==> src/rtl/phy_led_pkg.sv <==
package phy_led_pkg;

    localparam int WORD_W  = 16;
    localparam int STORE_W = 8;

    typedef enum logic [1:0] {
        SPD_10   = 2'd0,
        SPD_100  = 2'd1,
        SPD_1000 = 2'd2,
        SPD_NONE = 2'd3
    } speed_e;

    typedef struct packed {
        logic   link_up;
        speed_e speed;
        logic   pdown;
        logic   eee;
        logic   aneg;
        logic   abist;
        logic   cdiag;
        logic   test;
    } phy_status_t;

    typedef struct packed {
        logic [1:0] fast_rate;
        logic [1:0] slow_rate;
        logic [2:0] cscan;
        logic [2:0] cblink;
    } shared_cfg_t;

    typedef struct packed {
        logic [3:0] on_cond;
        logic [3:0] fast_cond;
        logic [3:0] slow_cond;
        logic [3:0] pulse_mask;
    } led_cfg_t;

    // Reset contents of each stored byte, by word address.
    function automatic logic [STORE_W-1:0] reset_value(input int idx);
        case (idx)
            0:       return 8'hC5;
            1:       return 8'h67;
            2:       return 8'h70;
            3:       return 8'h03;
            4:       return 8'h20;
            6:       return 8'h40;
            8:       return 8'h40;
            9:       return 8'h20;
            default: return 8'h00;
        endcase
    endfunction

    // Codes 1..7 form a speed mask: bit0 = 10, bit1 = 100, bit2 = 1000.
    function automatic logic cond_met(input logic [3:0] code, input phy_status_t st);
        logic hit;
        hit = 1'b0;
        if (code[3] == 1'b0) begin
            if (st.link_up && st.speed != SPD_NONE)
                hit = code[st.speed];
        end else begin
            case (code[2:0])
                3'd0:    hit = st.pdown;
                3'd1:    hit = st.eee;
                3'd2:    hit = st.aneg;
                3'd3:    hit = st.abist;
                3'd4:    hit = st.cdiag;
                default: hit = 1'b0;
            endcase
        end
        return hit;
    endfunction

    function automatic logic cplx_met(input logic [2:0] code, input phy_status_t st);
        case (code)
            3'd1:    return st.link_up;
            3'd2:    return st.pdown;
            3'd3:    return st.eee;
            3'd4:    return st.aneg;
            3'd5:    return st.abist;
            3'd6:    return st.cdiag;
            3'd7:    return st.test;
            default: return 1'b0;
        endcase
    endfunction

    // Rate code to phase-counter bit: 16 Hz is bit 0, 2 Hz is bit 3.
    function automatic logic [1:0] rate_bit(input logic [1:0] code);
        return ~code;
    endfunction

endpackage

==> src/rtl/phy_led_regs.sv <==
module phy_led_regs
    import phy_led_pkg::*;
#(
    parameter int NUM_LEDS = 4,
    parameter int ADDR_W   = 4
) (
    input  logic                clk,
    input  logic                rst,
    input  logic                wr_i,
    input  logic [ADDR_W-1:0]   addr_i,
    input  logic [WORD_W-1:0]   wdata_i,
    output logic [WORD_W-1:0]   rdata_o,
    output shared_cfg_t         shared_o,
    output led_cfg_t            led_cfg_o [NUM_LEDS]
);
    localparam int NREGS = 2 + 2 * NUM_LEDS;

    logic [STORE_W-1:0] store_q [NREGS];
    logic [WORD_W-STORE_W-1:0] unused_wdata_hi;

    assign unused_wdata_hi = wdata_i[WORD_W-1:STORE_W];

    always_ff @(posedge clk) begin
        for (int k = 0; k < NREGS; k++) begin
            if (rst)
                store_q[k] <= reset_value(k);
            else if (wr_i && int'(addr_i) == k)
                store_q[k] <= wdata_i[STORE_W-1:0];
        end
    end

    always_comb begin
        rdata_o = '0;
        for (int k = 0; k < NREGS; k++) begin
            if (int'(addr_i) == k)
                rdata_o[STORE_W-1:0] = store_q[k];
        end
    end

    assign shared_o.fast_rate = store_q[0][7:6];
    assign shared_o.slow_rate = store_q[0][5:4];
    assign shared_o.cscan     = store_q[1][6:4];
    assign shared_o.cblink    = store_q[1][2:0];

    for (genvar i = 0; i < NUM_LEDS; i++) begin : g_cfg
        assign led_cfg_o[i].on_cond    = store_q[2 + 2*i][7:4];
        assign led_cfg_o[i].fast_cond  = store_q[2 + 2*i][3:0];
        assign led_cfg_o[i].slow_cond  = store_q[3 + 2*i][7:4];
        assign led_cfg_o[i].pulse_mask = store_q[3 + 2*i][3:0];
    end

endmodule

==> src/rtl/phy_led_blink.sv <==
module phy_led_blink
    import phy_led_pkg::*;
#(
    parameter int CLK_HZ = 25_000_000
) (
    input  logic       clk,
    input  logic       rst,
    input  logic [1:0] fast_rate_i,
    input  logic [1:0] slow_rate_i,
    output logic       tick32_o,
    output logic       ms_tick_o,
    output logic       fast_o,
    output logic       slow_o
);
    localparam int DIV32  = (CLK_HZ / 32 > 0) ? CLK_HZ / 32 : 1;
    localparam int DIVMS  = (CLK_HZ / 1000 > 0) ? CLK_HZ / 1000 : 1;
    localparam int D32_W  = $clog2(DIV32 + 1);
    localparam int DMS_W  = $clog2(DIVMS + 1);
    localparam logic [1:0] FAST_RST = reset_value(0) >> 6;
    localparam logic [1:0] SLOW_RST = reset_value(0) >> 4;

    logic [D32_W-1:0] div32_q;
    logic [DMS_W-1:0] divms_q;
    logic [3:0]       phase_q;
    logic [3:0]       phase_n;
    logic [1:0]       fsel_q, ssel_q;
    logic             fast_q, slow_q;

    assign tick32_o  = (div32_q == D32_W'(DIV32 - 1));
    assign ms_tick_o = (divms_q == DMS_W'(DIVMS - 1));
    assign phase_n   = phase_q + 4'd1;

    always_ff @(posedge clk) begin
        if (rst) begin
            div32_q <= '0;
            divms_q <= '0;
        end else begin
            div32_q <= tick32_o  ? '0 : div32_q + 1'b1;
            divms_q <= ms_tick_o ? '0 : divms_q + 1'b1;
        end
    end

    // A new selector is taken only where the running waveform has an edge.
    always_ff @(posedge clk) begin
        if (rst) begin
            phase_q <= '0;
            fsel_q  <= FAST_RST;
            ssel_q  <= SLOW_RST;
            fast_q  <= 1'b0;
            slow_q  <= 1'b0;
        end else if (tick32_o) begin
            phase_q <= phase_n;
            if (phase_n[rate_bit(fsel_q)] != phase_q[rate_bit(fsel_q)]) begin
                fsel_q <= fast_rate_i;
                fast_q <= phase_n[rate_bit(fast_rate_i)];
            end
            if (phase_n[rate_bit(ssel_q)] != phase_q[rate_bit(ssel_q)]) begin
                ssel_q <= slow_rate_i;
                slow_q <= phase_n[rate_bit(slow_rate_i)];
            end
        end
    end

    assign fast_o = fast_q;
    assign slow_o = slow_q;

endmodule

==> src/rtl/phy_led_lane.sv <==
module phy_led_lane
    import phy_led_pkg::*;
#(
    parameter int PULSE_MS = 32
) (
    input  logic        clk,
    input  logic        rst,
    input  led_cfg_t    cfg_i,
    input  phy_status_t st_i,
    input  logic        tx_i,
    input  logic        rx_i,
    input  logic        col_i,
    input  logic        ms_tick_i,
    input  logic        fast_i,
    input  logic        slow_i,
    output logic        pulse_act_o,
    output logic        led_o
);
    localparam int CNT_W = $clog2(PULSE_MS + 1);

    logic [CNT_W-1:0] cnt_q;
    logic             hit;
    logic             led_d, led_q;

    assign hit         = |(cfg_i.pulse_mask & {1'b0, col_i, rx_i, tx_i});
    assign pulse_act_o = (cnt_q != '0);

    always_ff @(posedge clk) begin
        if (rst)
            cnt_q <= '0;
        else if (hit)
            cnt_q <= CNT_W'(PULSE_MS);
        else if (ms_tick_i && pulse_act_o)
            cnt_q <= cnt_q - 1'b1;
    end

    always_comb begin
        if (pulse_act_o)
            led_d = 1'b0;
        else if (cond_met(cfg_i.fast_cond, st_i))
            led_d = fast_i;
        else if (cond_met(cfg_i.slow_cond, st_i))
            led_d = slow_i;
        else
            led_d = cond_met(cfg_i.on_cond, st_i);
    end

    always_ff @(posedge clk) begin
        if (rst) led_q <= 1'b0;
        else     led_q <= led_d;
    end

    assign led_o = led_q;

endmodule

==> src/rtl/phy_led_ctrl.sv <==
module phy_led_ctrl
    import phy_led_pkg::*;
#(
    parameter int NUM_LEDS = 4,
    parameter int CLK_HZ   = 25_000_000,
    parameter int PULSE_MS = 32,
    localparam int ADDR_W  = $clog2(2 * NUM_LEDS + 2)
) (
    input  logic                clk,
    input  logic                rst,
    input  logic                reg_wr_i,
    input  logic [ADDR_W-1:0]   reg_addr_i,
    input  logic [15:0]         reg_wdata_i,
    output logic [15:0]         reg_rdata_o,
    input  logic                link_up_i,
    input  logic [1:0]          link_speed_i,
    input  logic                pdown_i,
    input  logic                eee_i,
    input  logic                aneg_i,
    input  logic                abist_i,
    input  logic                cdiag_i,
    input  logic                test_i,
    input  logic                tx_act_i,
    input  logic                rx_act_i,
    input  logic                col_i,
    output logic [NUM_LEDS-1:0] led_o,
    output logic                cplx_scan_o,
    output logic                cplx_blink_o
);
    shared_cfg_t          shared_cfg;
    led_cfg_t             led_cfg [NUM_LEDS];
    phy_status_t          st;
    logic                 tick32, ms_tick, fast_wave, slow_wave;
    logic [NUM_LEDS-1:0]  pulse_act;
    logic [4*NUM_LEDS-1:0] mask_flat;

    assign st.link_up = link_up_i;
    assign st.speed   = speed_e'(link_speed_i);
    assign st.pdown   = pdown_i;
    assign st.eee     = eee_i;
    assign st.aneg    = aneg_i;
    assign st.abist   = abist_i;
    assign st.cdiag   = cdiag_i;
    assign st.test    = test_i;

    phy_led_regs #(.NUM_LEDS(NUM_LEDS), .ADDR_W(ADDR_W)) u_regs (
        .clk       (clk),
        .rst       (rst),
        .wr_i      (reg_wr_i),
        .addr_i    (reg_addr_i),
        .wdata_i   (reg_wdata_i),
        .rdata_o   (reg_rdata_o),
        .shared_o  (shared_cfg),
        .led_cfg_o (led_cfg)
    );

    phy_led_blink #(.CLK_HZ(CLK_HZ)) u_blink (
        .clk         (clk),
        .rst         (rst),
        .fast_rate_i (shared_cfg.fast_rate),
        .slow_rate_i (shared_cfg.slow_rate),
        .tick32_o    (tick32),
        .ms_tick_o   (ms_tick),
        .fast_o      (fast_wave),
        .slow_o      (slow_wave)
    );

    for (genvar i = 0; i < NUM_LEDS; i++) begin : g_lane
        phy_led_lane #(.PULSE_MS(PULSE_MS)) u_lane (
            .clk         (clk),
            .rst         (rst),
            .cfg_i       (led_cfg[i]),
            .st_i        (st),
            .tx_i        (tx_act_i),
            .rx_i        (rx_act_i),
            .col_i       (col_i),
            .ms_tick_i   (ms_tick),
            .fast_i      (fast_wave),
            .slow_i      (slow_wave),
            .pulse_act_o (pulse_act[i]),
            .led_o       (led_o[i])
        );
        assign mask_flat[4*i +: 4] = led_cfg[i].pulse_mask;
    end

    assign cplx_scan_o  = cplx_met(shared_cfg.cscan, st);
    assign cplx_blink_o = cplx_met(shared_cfg.cblink, st);

endmodule

==> config.mk <==
export PLATFORM = sky130hd
export DESIGN_NAME = phy_led_ctrl
export DESIGN_NICKNAME = d
export VERILOG_FILES = /design/src/rtl/phy_led_pkg.sv /design/src/rtl/phy_led_regs.sv /design/src/rtl/phy_led_blink.sv /design/src/rtl/phy_led_lane.sv /design/src/rtl/phy_led_ctrl.sv
export SDC_FILE = /design/constraint.sdc
export NUM_CORES = 1
export LEC_CHECK = 0
export ABC_CLOCK_PERIOD_IN_PS = 2250
export BUFFER_PORTS_ARGS = -buffer_cell sky130_fd_sc_hd__buf_2
export CAP_MARGIN = 40
export CORE_MARGIN = 1.5
export CORE_UTILIZATION = 45
export CTS_CLUSTER_SIZE = 40
export DETAILED_ROUTE_END_ITERATION = 8
export SLEW_MARGIN = 10
export SYNTH_ARGS = -nofsm -noshare
export SYNTH_HDL_FRONTEND = slang
export SYNTH_SLANG_ARGS = --single-unit
==> constraint.sdc <==
create_clock -name clk -period 2.25 [get_ports clk]
set_clock_uncertainty 0.15 [all_clocks]
set_input_delay 0.1125 -clock clk [delete_from_list [all_inputs] [get_ports clk]]
set_output_delay 0.1125 -clock clk [all_outputs]
set_load 0.01 [all_outputs]
**Word-level counts from Yosys, hierarchy flattened**

Memory sizes are Yosys's and may differ from the RTL's.
Cells that the tools add are included.

- Word-level logic and storage cells: 339
- Input port bits: 35
- Register bits: 73
- Bits in writable memories: 80
- Bits in read-only memories: 0
- Bits in latches: 0
- Memories kept: 1
- Output and inout bits: 22

- Muxes and demuxes: 161
- Magnitude comparators: 5
- Reductions and logical operators: 52
- Shift operators: 0
- Bitwise logic cells: 18
- $add $sub $neg: 7
- Equality and inequality tests: 76
- $mul: 0
- Div/mod/pow operators: 0

Memory list:

| memory | depth | bits a word | rd ports | clocked after Yosys merged registers in | wr ports | RTL line | source |
|---|---|---|---|---|---|---|---|
| u_regs.store_q | 10 | 8 | 10 | 0 | 10 | phy_led_regs.sv:18 | `logic [STORE_W-1:0] store_q [NREGS];` |

Operator list:

| operator | count |
|---|---|
| two-way mux 8 bit | 27 |
| two-way mux 1 bit | 94 |
| == test 3 x 2 -> 1 bit, second input constant | 28 |
| == test 3 bit, second input constant | 20 |
| case mux 1 bit (5 select lines) | 12 |
| two-way mux 6 bit | 8 |
| == test 3 x 1 -> 1 bit, second input constant | 14 |
| binary-select mux 1 bit (select 2 bit) | 18 |
| zero test 3 bit | 12 |
| == test 4 bit, second input constant | 6 |
| nonzero test 6 bit | 4 |
| subtractor 6 x 1 -> 6 bit, second input constant | 4 |
| adder 20 x 1 -> 20 bit, second input constant | 1 |
| == test 20 bit, second input constant | 1 |
| OR reduction 5 bit | 4 |
| bitwise AND 4 x 3 -> 4 bit | 4 |
| OR reduction 4 bit | 4 |
| adder 15 x 1 -> 15 bit, second input constant | 1 |
| == test 15 bit, second input constant | 1 |
| logical AND 1 bit | 15 |
| less-than comparator 2 x 3 -> 1 bit, second input constant | 5 |
| case mux 1 bit (7 select lines) | 2 |
| OR reduction 2 bit | 6 |
| bitwise OR 1 bit | 10 |
| other kinds (9) | 18 |

**Logic depth before layout (Yosys ltp)**

- Word-level depth: 11
- Gate-level depth with buffers: 9
- Depth with buffers taken out: 7

**Modules after synthesis**

A second synthesis with hierarchy kept.

- Cells, all modules: 848
- Area, all modules: 8687.1 um^2

By module, submodules not included:

| module | area an instance (um^2) | sequential area each (um^2) | cells each | instances |
|---|---|---|---|---|
| phy_led_regs | 4060.1 | 2402.3 | 317 | 1 |
| phy_led_blink | 2118.3 | 900.9 | 235 | 1 |
| phy_led_lane at g_lane[0].u_lane ... | 600.6 | 140.1 | 72 | 3 |
| phy_led_lane at g_lane[3].u_lane | 601.8 | 140.1 | 70 | 1 |
| phy_led_ctrl | 105.1 | 0.0 | 10 | 1 |

**Least setup slack after synthesis**

No wires, ideal clock.

- Path kind: register -> register
- From: register u_blink.div32_q[0]
- To: register u_blink.slow_q, in the netlist u_blink.slow_o
- Arrival time: 2169 ps
- Library setup time: 128 ps
- Buffers on the path: 1
- Clock period less this slack: 2447 ps
- Stages on the path, launching flop included: 8
- Required time: 1972 ps
- Path slack: -197 ps
- Path through: dfxtp_1 -> ha_1 -> or4b_1 -> or4_1 -> buf_4 -> nor4_4 -> mux2i_1 -> nor2_1

- Longest elaborated chain between the ends: 2

Ends and longest elaborated chain:

| what | RTL line | source |
|---|---|---|
| start, declared | phy_led_blink.sv:22 | `logic [D32_W-1:0] div32_q;` |
| start signal, assigned | phy_led_blink.sv:38 | `div32_q <= tick32_o ? '0 : div32_q + 1'b1;` |
| == test 20 bit | phy_led_blink.sv:29 | `assign tick32_o = (div32_q == D32_W'(DIV32 - 1));` |
| AND reduction 2 bit (no line) | - |  |
| end signal, assigned | phy_led_blink.sv:59 | `slow_q <= phase_n[rate_bit(slow_rate_i)];` |
| end, declared | phy_led_blink.sv:27 | `logic fast_q, slow_q;` |

Every way passes these cells.
A chain may end at the register's enable or synchronous reset.

**Final worst setup path**

- From: register u_blink.div32_q[1]
- To: register u_blink.phase_q[2]

- Longest elaborated chain between the ends: 1

Ends and longest elaborated chain:

| what | RTL line | source |
|---|---|---|
| == test 20 bit | phy_led_blink.sv:29 |  |
| end signal, assigned | phy_led_blink.sv:52 | `phase_q <= phase_n;` |
| end, declared | phy_led_blink.sv:24 | `logic [3:0] phase_q;` |

Every way passes these cells.

==> flow_summary.ini <==
[outcome]
status = finished with violations
failed_checks = negative setup slack

[worst_setup_path]
max_stage_delay_ns = 0.48
critPathMaxFanout = 4
cp_common_cell = buf_4
crit_family = simple AND/OR/NAND/NOR gates
r2r_setup_slack_ns = -0.08
critical_path_buf_inv_count = 3
startpoint_type = flop
crit_path_end_kind = flop
cp.required_ns = 2.41
arrival_ns = 2.48
crit_chain = inv_2, ha_4, or4b_1, or4_4, buf_4, buf_4, nor3_4, xnor2_1, nor2_1
crit_type = flop to flop
cp_slowest_cell = or4_4

[power]
p_clk_share_pct = 41.2
p_int_uw = 4800
p_sw_share_pct = 27.5
ir_worst_vdd_mv = 0.495
p_leak_uw = 0.00378
power_density_nw_per_um2 = 665
combPwrFrac_pct = 11.0
power_frac_seq_pct = 47.8
switching_power_uw = 1820

[sta]
slew_violations = 0
holdWs_ns = 0.0137
layout_worst_path_cycle_share_pct = 103
setup_viol = 31
rsz0062_at_grt = true
relSlewSlack_pct = 44.0
fin_tns_setup_ns = -1.50
clock.fmax_mhz = 430
period_minus_slack_ns = 2.33
fin_ws_ns = -0.0762
finalHoldViolCount = 0
tightest_slew_ns = 0.838

[placement]
gp_congestion = 0.874
portBuffers = 40
place_area_um2 = 9230
dp_slack_ns = -0.107
dp_hpwl_mm = 16.9

[floorplanning]
design.portCount = 57
start_util_pct = 45.8
die_w_um = 141
core_region_area_um2 = 18600
dieArea_um2 = 19800
die_h_um = 141
rows = 50

[route]
vias_per_cell = 5.81
vias = 7092
drc = 0
wire_per_inst_um = 19.6
drtAntennaViolNets = 0
drt_iter0_drc = 588
dr.pass1.iters = 6
drt_wl_total_mm = 23.9

[global_route]
gr-total-overflow = 0
grt_use_total_pct = 24.4
grt_max_degree = 36
antenna_found_initial = 0
grt_pass1_vias = 6616
grt_pass1_wl_mm = 36.8

[final_layout]
num_antenna_cells = 0
synthToLayoutAreaGrowth_pct = 16.6
final_area_um2 = 9960
drive_above_1_share_pct = 19.0
fillCellCount = 1711
layout.nets = 1017

[clocking]
cts_tree = yes
clockBufferDepth = 2
cts_buffers = 17
clkTransAtPathRegs_ns = 0.07
htreeDepth = 4
clk_latency_ns = 0.43
root_buffer = clkbuf_16
clock_sinks = 153

[worst_hold_path]
hold_path.class = primary input to flop

[synthesis]
synth_area_per_cell_um2 = 9.47
mappedNetlistArea_um2 = 8540
yosysSeqAreaShare_pct = 45.3
ys.flop_type = edfxtp_1
syn_inst = 901
ys_seq_elements = 153
synth-async-reset-ratio_pct = 0
ys_warn_count = 0
synthDistinctLibCells = 68
synth_edf_count = 80

[job]
cap_viol_max_count = 0
==> power groups by stage <==
stage	Clock (uW)	Sequential [uW]	Combinational [uW]
after CTS	2770	3160	717
after detailed placement	0	3220	706
after floorplan	0	3170	451
final	2720	3170	730
after global routing	2900	3170	791
after global placement	0	3220	707
==> final timing paths <==
kind                                         start                   end  depth (start not counted)
worst max register to register  u_blink.div32_q[1]    u_blink.phase_q[2]                          9
worst min-delay path                reg_wdata_i[0]  u_regs.store_q[0][0]                          2
worst min register to register  u_blink.divms_q[0]    u_blink.divms_q[0]                          1
worst max-delay path            u_blink.div32_q[1]    u_blink.phase_q[2]                          9
==> synth_stat cells, types with 4 or more instances <==
master | n | area, um^2
o21ai_0 | 35 | 175
a211oi_1 | 11 | 82.6
o2bb2ai_1 | 4 | 35.0
and3_1 | 16 | 100
a31o_2 | 5 | 43.8
a21oi_1 | 27 | 135
nor2b_1 | 9 | 56.3
edfxtp_1 | 80 | 2400
nand4b_1 | 7 | 61.3
inv_1 | 29 | 109
a32oi_1 | 6 | 52.6
buf_1 | 5 | 18.8
nor2_1 | 116 | 435
xnor2_1 | 20 | 175
clkbuf_1 | 33 | 124
ha_1 | 9 | 113
and2_1 | 60 | 375
mux4_2 | 6 | 135
buf_4 | 13 | 97.6
nand2b_1 | 31 | 194
nor4_1 | 8 | 50.1
xor2_1 | 37 | 324
o31a_1 | 4 | 35.0
a21o_1 | 5 | 37.5
nand4_1 | 15 | 93.8
a31oi_1 | 9 | 56.3
mux2_2 | 16 | 180
nand2_1 | 55 | 206
a222oi_1 | 4 | 40.0
mux2i_1 | 27 | 270
or3_1 | 14 | 87.6
o22ai_1 | 6 | 37.5
dfxtp_1 | 73 | 1460
nand3_1 | 29 | 145
nor3_1 | 22 | 110
==> sequential cells by signal, indices dropped and copies added (netlist names) <==
signal and cells:
u_blink.slow_o 1, u_regs.store_q 80, u_blink.ssel_q 2, u_blink.fsel_q 2, u_blink.phase_q 4, u_blink.fast_o 1, u_blink.divms_q 15, u_blink.div32_q 20
g_lane.u_lane.led_o 4, g_lane.u_lane.cnt_q 24
==> cell families after synthesis <==
kind of cell,share of synthesized area (%)
AOI/OAI and AO/OA,12.1
other,0.0439
buffers and inverters,4.21
adders and majority gates,1.32
muxes,6.86
and+or+nand+nor,24.4
xor gates and xnor gates,5.85
DFF,45.3
==> through the flow <==
stage / utilization (%) / cells / total power (uW)
finish: 53.4 / 1220 / 6620
global route: 53.4 / 1220 / 6870
CTS: 52.8 / 1215 / 6650
detailed placement: 49.5 / 1180 / 3930
global placement: 49.5 / 1180 / 3930
floorplan: - / 908 / 3630
==> metal layers <==
metal	vias up	global-route usage [%]	share of wire (%)
met5	-	0	0
met4	0	8.39	2.5
met3	51	4.69	6.9
met2	281	38.3	46
met1	3400	33.9	45
li1	3360	-	-
==> final cells by class <==
| cell class | instances | area, um^2 | share of cell area, % |
|---|---|---|---|
| Sequential cell | 153 | 3870 | 38.9 |
| Tap cell | 234 | 293 | 2.94 |
| Timing Repair Buffer | 99 | 672 | 6.75 |
| Clock inverter | 15 | 133 | 1.33 |
| Multi-Input combinational cell | 673 | 4460 | 44.8 |
| Inverter | 29 | 109 | 1.09 |
| Clock buffer | 17 | 425 | 4.27 |
==> timing repair <==
action	4_1_cts	5_1_grt
pin swaps	0	4
buffers inserted	2	4
hold buffers	1	0
endpoints found under the hold margin	1	0
cloned	0	2
gates resized for setup	7	21
setup endpoints to repair	27	45
==> placed cells by master, fill, tap and decap left out, types with 6 or more instances in the layout <==
cell type  Yosys  final
conb_1         1      8
ha_1           9      8
clkbuf_16      0     17
or3_1         14     14
mux4_2         6      6
xnor2_1       20     20
nor3_1        22     20
nor2_1       116    115
buf_4         13     54
dfxtp_1       73     69
nand2b_1      31     31
nand2_1       55     55
nand4_1       15     15
nor4_1         8      7
o22ai_1        6      6
nand4b_1       7      7
mux2_2        16     16
a21oi_1       27     26
a32oi_1        6      6
inv_1         29     28
buf_2          2     41
edfxtp_1      80     80
nand3_1       29     29
o21ai_0       35     35
mux2i_1       27     27
xor2_1        37     37
a211oi_1      11      8
and2_1        60     56
a31oi_1        9      9
and3_1        16     16
nor2b_1        9      9
(Power assumes the default switching activity.)
